**config.mk**
```make
export PLATFORM = sky130hd
export DESIGN_NAME = entropy_crc_accum
export DESIGN_NICKNAME = d
export VERILOG_FILES = /design/src/rtl/ent_pkg.sv /design/src/rtl/ent_mixer.sv /design/src/rtl/ent_crc_reg.sv /design/src/rtl/ent_read_gate.sv /design/src/rtl/entropy_crc_accum.sv
export SDC_FILE = /design/constraint.sdc
export NUM_CORES = 1
export LEC_CHECK = 0
export BUFFER_PORTS_ARGS = -buffer_cell sky130_fd_sc_hd__buf_2
export CAP_MARGIN = 20
export CORE_MARGIN = 3
export CORE_UTILIZATION = 43
export DETAILED_ROUTE_END_ITERATION = 16
export HOLD_SLACK_MARGIN = 0.03
export PLACE_DENSITY_LB_ADDON = 0.2
export SYNTH_ARGS = -nofsm -noshare
export SYNTH_HDL_FRONTEND = slang
export SYNTH_SLANG_ARGS = --single-unit
```
**constraint.sdc**
```tcl
create_clock -name clk -period 2.9 [get_ports clk]
set_input_delay 0.58 -clock clk [delete_from_list [all_inputs] [get_ports clk]]
set_output_delay 0.58 -clock clk [all_outputs]
set_load 0.005 [all_outputs]
```
**src/rtl/ent_pkg.sv**
```systemverilog
package ent_pkg;
  localparam int ACC_W = 64;
  // Generator constant; the x^64 term is implicit in the shift-out bit.
  localparam logic [ACC_W-1:0] GEN_CONST = 64'h231D_CEE9_1262_B8A3;

  function automatic logic [ACC_W-1:0] acc_advance(input logic [ACC_W-1:0] cur,
                                                   input logic din);
    logic fb;
    fb = cur[ACC_W-1] ^ din;
    return {cur[ACC_W-2:0], 1'b0} ^ (fb ? GEN_CONST : '0);
  endfunction
endpackage

```
**src/rtl/ent_mixer.sv**
```systemverilog
module ent_mixer #(
  parameter int NSRC = 3
) (
  input  logic [NSRC-1:0] src_bit,
  input  logic [NSRC-1:0] src_en,
  output logic            mix_bit
);
  logic [NSRC-1:0] gated;

  for (genvar i = 0; i < NSRC; i++) begin : g_gate
    assign gated[i] = src_bit[i] & src_en[i];
  end

  assign mix_bit = ^gated;
endmodule

```
**src/rtl/ent_crc_reg.sv**
```systemverilog
module ent_crc_reg
  import ent_pkg::*;
(
  input  logic             clk,
  input  logic             rst_n,
  input  logic             din,
  output logic [ACC_W-1:0] acc_q
);
  always_ff @(posedge clk) begin
    if (!rst_n) acc_q <= '0;
    else        acc_q <= acc_advance(acc_q, din);
  end
endmodule

```
**src/rtl/ent_read_gate.sv**
```systemverilog
module ent_read_gate #(
  parameter int WAIT_W = 16
) (
  input  logic              clk,
  input  logic              rst_n,
  input  logic              req,
  input  logic              lock_on,
  input  logic [WAIT_W-1:0] wait_cyc,
  output logic              grant
);
  localparam logic [WAIT_W-1:0] CNT_MAX = '1;

  logic [WAIT_W-1:0] since_q;
  logic              open;

  assign open  = !lock_on || (since_q >= wait_cyc);
  assign grant = req && open;

  always_ff @(posedge clk) begin
    if (!rst_n)                  since_q <= '0;
    else if (grant)              since_q <= '0;
    else if (since_q != CNT_MAX) since_q <= since_q + 1'b1;
  end
endmodule

```
**src/rtl/entropy_crc_accum.sv**
```systemverilog
module entropy_crc_accum
  import ent_pkg::*;
#(
  parameter int NSRC   = 3,
  parameter int WAIT_W = 16,
  localparam int CFG_W = NSRC + 1 + WAIT_W
) (
  input  logic             clk,
  input  logic             rst_n,
  input  logic [NSRC-1:0]  src_bit,
  input  logic             cfg_we,
  input  logic [CFG_W-1:0] cfg_wdata,
  output logic [CFG_W-1:0] cfg_q,
  input  logic             rd_req,
  output logic             rd_valid,
  output logic [ACC_W-1:0] rd_data
);
  localparam int MODE_BIT = NSRC;
  localparam int WAIT_LO  = NSRC + 1;

  logic [CFG_W-1:0]  ctl_q;
  logic [NSRC-1:0]   ctl_en;
  logic              ctl_mode;
  logic [WAIT_W-1:0] ctl_wait;
  logic              mix_bit;
  logic [ACC_W-1:0]  crc_q;
  logic              rd_grant;

  always_ff @(posedge clk) begin
    if (!rst_n)      ctl_q <= '0;
    else if (cfg_we) ctl_q <= cfg_wdata;
  end

  assign ctl_en   = ctl_q[NSRC-1:0];
  assign ctl_mode = ctl_q[MODE_BIT];
  assign ctl_wait = ctl_q[CFG_W-1:WAIT_LO];
  assign cfg_q    = ctl_q;

  ent_mixer #(.NSRC(NSRC)) u_mix (
    .src_bit (src_bit),
    .src_en  (ctl_en),
    .mix_bit (mix_bit)
  );

  ent_crc_reg u_crc (
    .clk   (clk),
    .rst_n (rst_n),
    .din   (mix_bit),
    .acc_q (crc_q)
  );

  ent_read_gate #(.WAIT_W(WAIT_W)) u_gate (
    .clk      (clk),
    .rst_n    (rst_n),
    .req      (rd_req),
    .lock_on  (ctl_mode),
    .wait_cyc (ctl_wait),
    .grant    (rd_grant)
  );

  always_ff @(posedge clk) begin
    if (!rst_n) begin
      rd_valid <= 1'b0;
      rd_data  <= '0;
    end else begin
      rd_valid <= rd_grant;
      if (rd_grant) rd_data <= crc_q;
    end
  end
endmodule

```
After elaboration in Yosys (flattened, before gate mapping)
Index checks and enable logic that the tools add are counted.

storage, ports and cells
  bits of input ports = 27
  flip-flop bits (word level) = 165

cells by class
  mux-type cells = 1
  magnitude comparators = 1
  bitwise operators = 6
  equality and inequality tests = 1
  reduce and logical (&&, ||, !) cells = 5
  add/subtract/negate cells = 1

operator list
  operator                 count
  $xor A64 B64 Y64         1
  $mux W62                 1
  $add A16 B1 Y16 const B  1
  $ge A16 B16 Y1           1
  $ne A16 B16 Y1 const B   1
  $and A1 B1 Y1            3
  $reduce_xor A3 Y1        1
  $reduce_or A2 Y1         1
  $logic_and A1 B1 Y1      1
  $logic_not A1 Y1         1
  $logic_or A1 B1 Y1       1
  $not A1 Y1               1
  $xor A1 B1 Y1            1

Depth between registers and ports, before layout
Gate-level depths: netlist of the first run.

  word-level depth = 5
  depth in mapped cells = 9
  depth with buffers taken out = 7

Cells and area by module
A second synthesis of the first run with hierarchy kept.

second synthesis, totals
  cell total of the unflattened synthesis = 620
  area total of the unflattened synthesis = 6,730.2 um2

modules (own cells, without submodules)
  module             times used  seq. area each (um2)  area an instance (um2)  cells each
  entropy_crc_accum  1           1,701.6               3,238.1                 272
  ent_crc_reg        1           1,281.2               2,229.6                 200
  ent_read_gate      1           320.3                 1,228.7                 144
  ent_mixer          1           0.0                   33.8                    4

Worst setup path before layout of the first run
No wires, ideal clock.

  path kind = register to register
  from = register ctl_q[18] (netlist: cfg_q[18])
  to = register rd_data[0]
  data required time = 2.783 ns
  buffers on the path = 2
  arrival time = 2.238 ns
  library setup time = 0.117 ns
  path slack = 0.545 ns
  cell stages (with the launch flop) = 10
  path through = dfxtp_1 -> inv_1 -> ha_1 -> nand4_1 -> or3_1 -> or4_4 -> a32o_1 -> buf_4 -> buf_6 -> a22o_1

between the ends
  word-level cells in the longest chain between the ends = 3

ends and longest elaborated chain
  what                    line                     source
  start, declared         entropy_crc_accum.sv:21  logic [CFG_W-1:0] ctl_q;
  start signal, assigned  entropy_crc_accum.sv:31  else if (cfg_we) ctl_q <= cfg_wdata;
  $ge A16 B16 Y1          ent_read_gate.sv:16      assign open = !lock_on || (since_q >= wait_cyc);
  $logic_or A1 B1 Y1      ent_read_gate.sv:16
  $logic_and A1 B1 Y1     ent_read_gate.sv:17      assign grant = req && open;
  end signal, assigned    entropy_crc_accum.sv:67  if (rd_grant) rd_data <= crc_q;
  end, declared           entropy_crc_accum.sv:16  output logic [ACC_W-1:0] rd_data

No other way between the ends.
A chain may end at the register's enable or synchronous reset.

Worst setup path in the final report of the first run
  from = register ctl_q[19] (netlist: cfg_q[19])
  to = register rd_data[58]

The elaborated chain is that of the path after synthesis.

==> results of run 1 <==
-- state kept, by name, indices dropped and copies added, names as in the netlist --
name,cells
cfg_q,20
u_crc.acc_q,64
rd_data,64
u_gate.since_q,16
rd_valid,1
-- path summary, 6_finish.rpt --
kind / from / endpoint / cells after the start
setup / recovery: cfg_q[19] / rd_data[58] / 8
hold / removal: cfg_wdata[17] / cfg_q[17] / 3
setup reg to reg: cfg_q[19] / rd_data[58] / 8
hold reg to reg: u_crc.acc_q[15] / u_crc.acc_q[16] / 1
-- final cells by class --
type	count	area, um^2
clock buffer	24	492
clock inverter	8	96.3
fill	1233	6180
inverter	17	63.8
multi-input combinational	312	2410
sequential	165	3300
tap	176	220
timing repair buffer	118	633
-- power groups by stage --
stage | clock, uW | combinational (uW) | sequential (uW)
final | 2220 | 414 | 2470
after global routing | 2380 | 464 | 2490
after CTS | 2270 | 422 | 2470
after detailed placement | 0 | 419 | 2520
after global placement | 0 | 413 | 2520
after floorplan | 0 | 293 | 2510
-- cell usage in the layout, fill, tap and decap left out, types with 2 or more instances in the layout --
| cell type | netlist | routed |
|---|---|---|
| dfxtp_1 | 165 | 165 |
| buf_2 | 3 | 111 |
| a22o_1 | 64 | 64 |
| nor2b_1 | 49 | 49 |
| and2_1 | 38 | 38 |
| xnor2_1 | 32 | 31 |
| mux2i_1 | 22 | 22 |
| inv_1 | 17 | 17 |
| ha_1 | 17 | 17 |
| clkbuf_16 | 0 | 17 |
| nor2_1 | 14 | 14 |
| xor2_1 | 11 | 11 |
| nand4_1 | 8 | 8 |
| nand3_1 | 7 | 7 |
| a21oi_1 | 7 | 7 |
| nand2_1 | 6 | 6 |
| o211ai_1 | 5 | 5 |
| buf_4 | 7 | 5 |
| and3_1 | 4 | 4 |
| clkinv_2 | 0 | 4 |
| clkbuf_8 | 0 | 4 |
| o21ai_0 | 3 | 3 |
| clkbuf_1 | 13 | 3 |
| nand2b_1 | 2 | 2 |
| nor3_1 | 2 | 2 |
| a31oi_1 | 3 | 2 |
| nor4bb_1 | 2 | 2 |
| and4_1 | 2 | 2 |
| bufinv_16 | 0 | 2 |
| buf_12 | 0 | 2 |
-- worst reg2reg max path, cell delays in order (launching register included) --
cell	delay [ns]
dfxtp_1	0.35
inv_1	0.07
ha_1	0.31
nand4_1	0.14
or3_1	0.39
or4_4	0.46
a32o_2	0.29
buf_12	0.19
a22o_1	0.27
-- per-stage QoR --
step	instance area [um^2]	utilization (%)	std cells
2_1_floorplan	5950	-	526
3_3_place_gp	6630	49.5	788
3_5_place_dp	6630	49.5	788
4_1_cts	7220	53.8	820
5_1_grt	7220	53.8	820
6_report	7220	53.8	820
-- per-layer routing --
layer / global-route usage (%) / routed length (um) / share of wire (%) / up-vias
met3: 5.81 / 746 / 6.1 / 21
li1: - / - / - / 2016
met1: 21.5 / 5640 / 46 / 1950
met5: 0 / 0 / 0 / -
met2: 25.7 / 5670 / 46 / 94
met4: 7.61 / 228 / 1.9 / 0
-- cells by family (layout without fill, tap and decap cells) --
logic type / after synthesis / count (layout) / synth area share, %
fa+ha+maj: 17 / 17 / 3.58
simple gates: 141 / 141 / 14.2
xor+xnor: 43 / 43 / 6.33
flops: 165 / 165 / 55.6
compound gates: 89 / 89 / 12.3
buf+inv: 49 / 167 / 4.36
mux: 22 / 22 / 3.70
==> results.yml, run 1 <==
critical_path:
  path_max_fanout: 64
  reg2reg_slack_ns: 0.34
  path_buf_inv: 2
  crit_family: "simple AND/OR/NAND/NOR gates"
  worstSetupEndpointType: "register"
  worst_setup_path_start_kind: "register"
  crit_path_max_incr_delay_ns: 0.46
  crit_required_ns: 3.21
  cp.arrival_ns: 2.87
  slowest_stage: "or4_4"
  path_cells: "inv_1 > ha_1 > nand4_1 > or3_1 > or4_4 > a32o_2 > buf_12 > a22o_1"
  critPathKind: "reg2reg"
drt:
  drtIter0Drc: 254
  drt_pass1_iterations: 4
  vias_per_cell: 4.98
  route.final.wire_length_um: 12300
  drc: 0
  wl_per_cell_um: 15.0
  postRouteAntennaNets: 0
  vias: 4081
yosys:
  netlist_area_um2: 5950
  synth_area_leaders: "dfxtp_1 (56%), a22o_1 (9.4%), nor2b_1 (5.2%)"
  synth_common_cells: "dfxtp_1 (165), a22o_1 (64), nor2b_1 (49), and2_1 (38), xnor2_1 (32)"
  synth_flop_cell: "dfxtp_1"
  synth.most_common_cell: "dfxtp_1"
  yosysTopAreaCell: "dfxtp_1"
  synth_edf_count: 0
  yosysWarningCount: 0
  synthCells: 526
  yosys.area.top_type_share_pct: 55.6
  syn_nets: 570
  async_flop_share_pct: 0
  synth_seq_area_share_pct: 55.6
  ys_types: 41
  syn_avg_cell_area_um2: 11.3
  ys_ff_latch: 165
outcome:
  status: "finished clean"
global_routing:
  grt_overflow_total: 0
  antenna_found_initial: 0
  grt.total_usage_pct: 16.8
  grt_pass1_wl_um: 20000
  first_global_vias: 4051
  grt_max_degree: 66
pwr:
  p_comb_share_pct: 8.1
  power.switching_uw: 1150
  power_uw: 5110
  switching_share_pct: 22.4
  p_seq_share_pct: 48.4
  ir_drop_mv: 0.409
  clkPwrFrac_pct: 43.5
  p_int_uw: 3960
  cellLeakagePower_uw: 0.00316
  power_density_nw_per_um2: 708
sta:
  worst_slew_margin_rel_pct: 56.1
  rsz0062_at_grt: "false"
  clock_skew_ns: 0.00722
  tightest_slew_ns: 0.650
  setup_tns_ns: 0
  whs_ns: 0.424
  maxSlewViolCount: 0
  setup_slack_ns: 0.336
  period_minus_slack_ns: 2.56
  fmax_mhz: 390
  period_share_pct: 88.4
  hold_viol: 0
  setup_viol: 0
clock_tree:
  path_clk_slew_ns: 0.06
  cts_buffer_depth: 2
  cts_sinks: 165
  cts_inserted_buffers: 17
  cts_tree: "built"
  root_buffer: "clkbuf_16"
  post_cts_resize_count: 0
  clkLatencyLatePin_ns: 0.42
  ctsHoldBuffers: 0
  htreeDepth: 4
  post_cts_buffers: 0
placed_design:
  gp_congestion: 0.777
  io_buffers: 111
  hpwl_um: 8000
  dp_slack_ns: 0.379
final_layout:
  layout-drive-gt1-share_pct: 23.6
  antennaDiodeCount: 0
  syn_to_final_growth_pct: 21.4
  fin_nets: 675
floorplanning:
  fp.dieArea_um2: 15300
  initial_core_util_pct: 44.4
  core_area_um2: 13400
  num_io_pins: 112
  die_w_um: 124
  row_count: 42
  die_h_um: 124
run:
  drv_cap: 0
min_path:
  min_path_type: "in2reg"
Power figures use the tool's default switching activity.
==> run 2: changes to the inputs <==
--- a/config.mk
+++ b/config.mk
@@ -7,7 +7,6 @@
 export LEC_CHECK = 0
 export BUFFER_PORTS_ARGS = -buffer_cell sky130_fd_sc_hd__buf_2
 export CAP_MARGIN = 20
-export CORE_MARGIN = 3
 export CORE_UTILIZATION = 43
 export DETAILED_ROUTE_END_ITERATION = 16
 export HOLD_SLACK_MARGIN = 0.03
==> constraint.sdc (replaced) <==
create_clock -name clk -period 3 [get_ports clk]
set_input_delay 0.6 -clock clk [delete_from_list [all_inputs] [get_ports clk]]
set_output_delay 0.6 -clock clk [all_outputs]
set_load 0.005 [all_outputs]
==> results.yml, run 2 (synthesis results as in run 1) <==
outcome:
  status: "finished clean"
clock_tree:
  root_buffer: "clkbuf_16"
  post_cts_buffers: 0
  clkLatencyLatePin_ns: 0.42
  path_clk_slew_ns: 0.06
  htreeDepth: 4
  cts_tree: "built"
  cts_sinks: 165
  cts_buffer_depth: 2
  post_cts_resize_count: 0
  ctsHoldBuffers: 0
  cts_inserted_buffers: 17
floorplanning:
  num_io_pins: 112
  row_count: 42
  die_h_um: 120
  initial_core_util_pct: 44.5
  fp.dieArea_um2: 14300
  core_area_um2: 13300
  die_w_um: 120
placed_design:
  dp_slack_ns: 0.396
  gp_congestion: 0.800
  place_area_um2: 6610
  hpwl_um: 8220
  io_buffers: 111
min_path:
  min_path_type: "in2reg"
critical_path:
  crit_required_ns: 3.31
  path_buf_inv: 2
  worstSetupEndpointType: "register"
  cp.arrival_ns: 2.91
  path_max_fanout: 34
  path_cells: "inv_1 > ha_1 > nand4_1 > or3_1 > or4_4 > a32o_2 > buf_4 > a22o_1"
  crit_path_max_incr_delay_ns: 0.46
  worst_setup_path_start_kind: "register"
  crit_family: "simple AND/OR/NAND/NOR gates"
  slowest_stage: "or4_4"
  critPathKind: "reg2reg"
sta:
  setup_viol: 0
  rsz0062_at_grt: "false"
  setup_tns_ns: 0
  period_minus_slack_ns: 2.60
  setup_slack_ns: 0.398
  clock_skew_ns: 0.00782
  tightest_slew_ns: 0.775
  fmax_mhz: 384
  period_share_pct: 86.7
  hold_viol: 0
  maxSlewViolCount: 0
  worst_slew_margin_rel_pct: 47.6
final_layout:
  final_common_cell: "dfxtp_1"
  antennaDiodeCount: 0
  fillers: 1221
  design_area_um2: 7240
  layout-drive-gt1-share_pct: 24.0
  final_cell_mix: "dfxtp_1 (165), buf_2 (111), a22o_1 (64)"
  fin_nets: 676
  syn_to_final_growth_pct: 21.8
drt:
  drtIter0Drc: 228
  wl_per_cell_um: 15.2
  vias: 4059
  postRouteAntennaNets: 0
  route.final.wire_length_um: 12500
  drt_pass1_iterations: 4
  vias_per_cell: 4.94
  drc: 0
global_routing:
  first_global_vias: 3993
  grt_overflow_total: 0
  grt.total_usage_pct: 18.4
  grt_pass1_wl_um: 20500
  grt_max_degree: 46
  antenna_found_initial: 0
pwr:
  power_uw: 5080
  cellLeakagePower_uw: 0.00318
  power_density_nw_per_um2: 702
  ir_drop_mv: 0.480
run:
  drv_cap: 0
[run 2: cell types whose count changed in the layout (fill, tap and decap cells not counted), moves of 2 or more]
cell,change
bufinv_16,+2
buf_4,+3
buf_12,-2
clkbuf_1,-2
clkbuf_8,-2
[run 2: metal layers]
metal	GRT usage, %	vias to the layer above	routed length, um
met5	0	-	0
met4	6.80	0	137
met3	5.75	14	623
met2	28.6	86	5800
met1	24.1	1943	5920
li1	-	2016	-
[run 2: worst min-delay path: cells and delay by family]
family / cells / cell delay, ns
multiplexers: 1 / 0.05
AND/OR/NAND/NOR: 1 / 0.09
buffers and inverters: 1 / 0.08
[run 2: area by class of cell]
| type | count | area [um^2] | area share [%] |
|---|---|---|---|
| flip-flops and latches | 165 | 3300 | 45.6 |
| multi-input cells | 312 | 2410 | 33.2 |
| repair buffers | 119 | 616 | 8.50 |
| clock buffers | 20 | 457 | 6.31 |
| well taps | 176 | 220 | 3.04 |
| clock inverters | 12 | 174 | 2.40 |
| inverters | 17 | 63.8 | 0.881 |
[run 2: through the flow]
stage,util (%),instances,hold slack [ns]
6_report,54.2,821,0.445
5_1_grt,54.2,821,0.437
4_1_cts,54.2,821,0.425
3_5_place_dp,49.5,789,0.442
3_3_place_gp,49.5,789,0.435
2_1_floorplan,-,526,0.430
[run 2: final timing paths]
check | cells past startpoint | endpoint | startpoint | slack [ns]
min reg2reg | 1 | u_crc.acc_q[14] | u_crc.acc_q[13] | 0.46
max | 8 | rd_data[30] | cfg_q[19] | 0.40
min | 3 | cfg_q[19] | cfg_wdata[19] | 0.45
max reg2reg | 8 | rd_data[30] | cfg_q[19] | 0.40
[run 2: where the power goes]
group	leakage, uW	switching [uW]	internal, uW	total [uW]
combinational	0.00152	200	197	397
sequential	0.00134	74.5	2320	2390
clock	0.000316	854	1440	2290
==> run 3: changes to the inputs <==
--- a/config.mk
+++ b/config.mk
@@ -5,12 +5,13 @@
 export SDC_FILE = /design/constraint.sdc
 export NUM_CORES = 1
 export LEC_CHECK = 0
+export ABC_AREA = 1
 export BUFFER_PORTS_ARGS = -buffer_cell sky130_fd_sc_hd__buf_2
 export CAP_MARGIN = 20
 export CORE_UTILIZATION = 43
 export DETAILED_ROUTE_END_ITERATION = 16
 export HOLD_SLACK_MARGIN = 0.03
-export PLACE_DENSITY_LB_ADDON = 0.2
+export PLACE_DENSITY_LB_ADDON = 0.15
 export SYNTH_ARGS = -nofsm -noshare
 export SYNTH_HDL_FRONTEND = slang
 export SYNTH_SLANG_ARGS = --single-unit
==> results.yml, run 3 <==
yosys:
  synth_seq_area_share_pct: 52.2
  async_flop_share_pct: 0
  syn_avg_cell_area_um2: 8.32
  synth_compound_area_share_pct: 3.96
  synth_mux_area_share_pct: 0
  ys_types: 26
  synth_flop_cell: "dfxtp_1"
  yosysWarningCount: 0
  synth_top_family_by_area: "simple AND/OR/NAND/NOR gates"
  netlist_area_um2: 6320
  synthAdderAreaFrac_pct: 3.36
  synth_area_leaders: "dfxtp_1 (52%), nand2_1 (8.3%), nand4_1 (6.5%)"
  synth_edf_count: 0
  synth.most_common_cell: "dfxtp_1"
  yosys.area.top_type_share_pct: 52.2
  synth_common_cells: "dfxtp_1 (165), nand2_1 (140), nor2_1 (79), nand3_1 (70), inv_1 (67)"
  synthSimpleGateAreaFrac_pct: 26.8
  ys_ff_latch: 165
  synthCells: 760
  syn_nets: 804
  yosysTopAreaCell: "dfxtp_1"
  synth-xor-area-share_pct: 6.09
floorplanning:
  fp.dieArea_um2: 15200
  die_w_um: 123
  num_io_pins: 112
  row_count: 43
  core_area_um2: 14100
  die_h_um: 123
  initial_core_util_pct: 44.9
final_layout:
  final_cell_mix: "dfxtp_1 (165), nand2_1 (138), buf_2 (110)"
  design_area_um2: 7520
  syn_to_final_growth_pct: 19.0
  antennaDiodeCount: 0
  fin_nets: 890
  layout-drive-gt1-share_pct: 18.5
  final_common_cell: "dfxtp_1"
  fin_cells: 1035
critical_path:
  path_max_fanout: 21
  r2r-start: "u_gate.since_q[11]"
  worstSetupStartpoint: "u_gate.since_q[11]"
  reg2reg_slack_ns: 0.71
  crit_required_ns: 3.34
  slowest_stage: "nand2_1"
  crit_path_max_incr_delay_ns: 0.44
  reg2reg_to: "u_gate.since_q[3]"
  path_depth: 8
  worst_setup_path_start_kind: "register"
  critPathKind: "reg2reg"
  path_cells: "ha_1 > a21oi_1 > o21ai_0 > a21oi_1 > nand2_2 > nand2_2 > nand2_1 > nor2_1"
  worstSetupEndpointType: "register"
  path_buf_inv: 0
  rr_worst_depth: 8
  crit_family: "simple AND/OR/NAND/NOR gates"
  cp.arrival_ns: 2.63
  worstSetupEndpoint: "u_gate.since_q[3]"
sta:
  period_minus_slack_ns: 2.29
  setup_viol: 0
  clock_skew_ns: 0.00729
  rsz0062_at_grt: "false"
  setup_tns_ns: 0
  period_share_pct: 76.5
  worst_slew_margin_rel_pct: 41.6
  fmax_mhz: 436
  whs_ns: 0.408
  maxSlewViolCount: 0
  hold_viol: 0
  tightest_slew_ns: 0.875
pwr:
  ir_drop_mv: 0.427
  power_uw: 4870
  cellLeakagePower_uw: 0.00393
  power_density_nw_per_um2: 647
run:
  drv_cap: 0
drt:
  vias_per_cell: 4.93
  postRouteAntennaNets: 0
  drc: 0
  route.final.wire_length_um: 13600
  vias: 5098
  drtIter0Drc: 264
  wl_per_cell_um: 13.1
  drt_pass1_iterations: 4
global_routing:
  grt_overflow_total: 0
  grt_max_degree: 82
  grt_pass1_wl_um: 23000
  grt.total_usage_pct: 19.3
  first_global_vias: 4821
  antenna_found_initial: 0
placed_design:
  hpwl_um: 8940
  place_area_um2: 6990
  io_buffers: 111
  gp_congestion: 0.766
  dp.cells: 1007
clock_tree:
  cts_inserted_buffers: 17
  clkLatencyLatePin_ns: 0.42
  post_cts_buffers: 0
  cts_buffer_depth: 2
  path_clk_slew_ns: 0.06
  htreeDepth: 4
  ctsHoldBuffers: 0
  cts_tree: "built"
  cts_sinks: 165
  post_cts_resize_count: 0
  root_buffer: "clkbuf_16"
min_path:
  min_path_type: "in2reg"
  holdCritStartpoint: "cfg_wdata[1]"
outcome:
  status: "finished clean"
run 3: cells by family after synthesis:
family	after synthesis
and+or+nand+nor	365
DFF	165
buffers and inverters	120
AOI/OAI and AO/OA	49
xor gates and xnor gates	44
adders and majority gates	17
run 3: area by class of cell:
class	instances	area, um^2
clock buffers	20	447
clock inverters	8	81.3
fillers	1347	6570
inverters	68	255
multi-input cells	475	2550
flip-flops and latches	165	3300
well taps	180	225
repair buffers	119	656
run 3: report_power, final:
part,switching [uW],internal [uW],total [uW]
combinational,278,174,452
clock,846,1150,1990
sequential,83.5,2340,2420
total,1210,3660,4870
run 3: routing by layer:
metal / global-route usage, % / vias up / wire, um / part of all wire, %
met3: 4.61 / 23 / 625 / 4.6
met4: 7.91 / 0 / 235 / 1.7
met2: 30.7 / 98 / 6140 / 45
met5: 0 / - / 0 / 0
met1: 25.0 / 2340 / 6600 / 49
li1: - / 2637 / - / -
run 3: worst min path at each step:
stage | end | slack (ns) | cells after the start
after floorplan | u_crc.acc_q[10] | 0.41 | 2
after global placement | u_crc.acc_q[60] | 0.41 | 2
after detailed placement | u_crc.acc_q[2] | 0.42 | 2
after CTS | cfg_q[1] | 0.40 | 3
after global routing | cfg_q[3] | 0.42 | 3
final | cfg_q[1] | 0.41 | 3
run 3: worst register-to-register path, stage by stage, from the launching register on:
cell,delay (ns)
dfxtp_1,0.43
ha_1,0.30
a21oi_1,0.12
o21ai_0,0.11
a21oi_1,0.17
nand2_2,0.08
nand2_2,0.31
nand2_1,0.45
nor2_1,0.24
run 3: through the flow:
step	setup slack [ns]	utilization (%)
floorplan	1.32	-
global placement	0.811	49.6
detailed placement	0.689	49.6
CTS	0.666	53.4
global route	0.397	53.4
finish	0.706	53.4
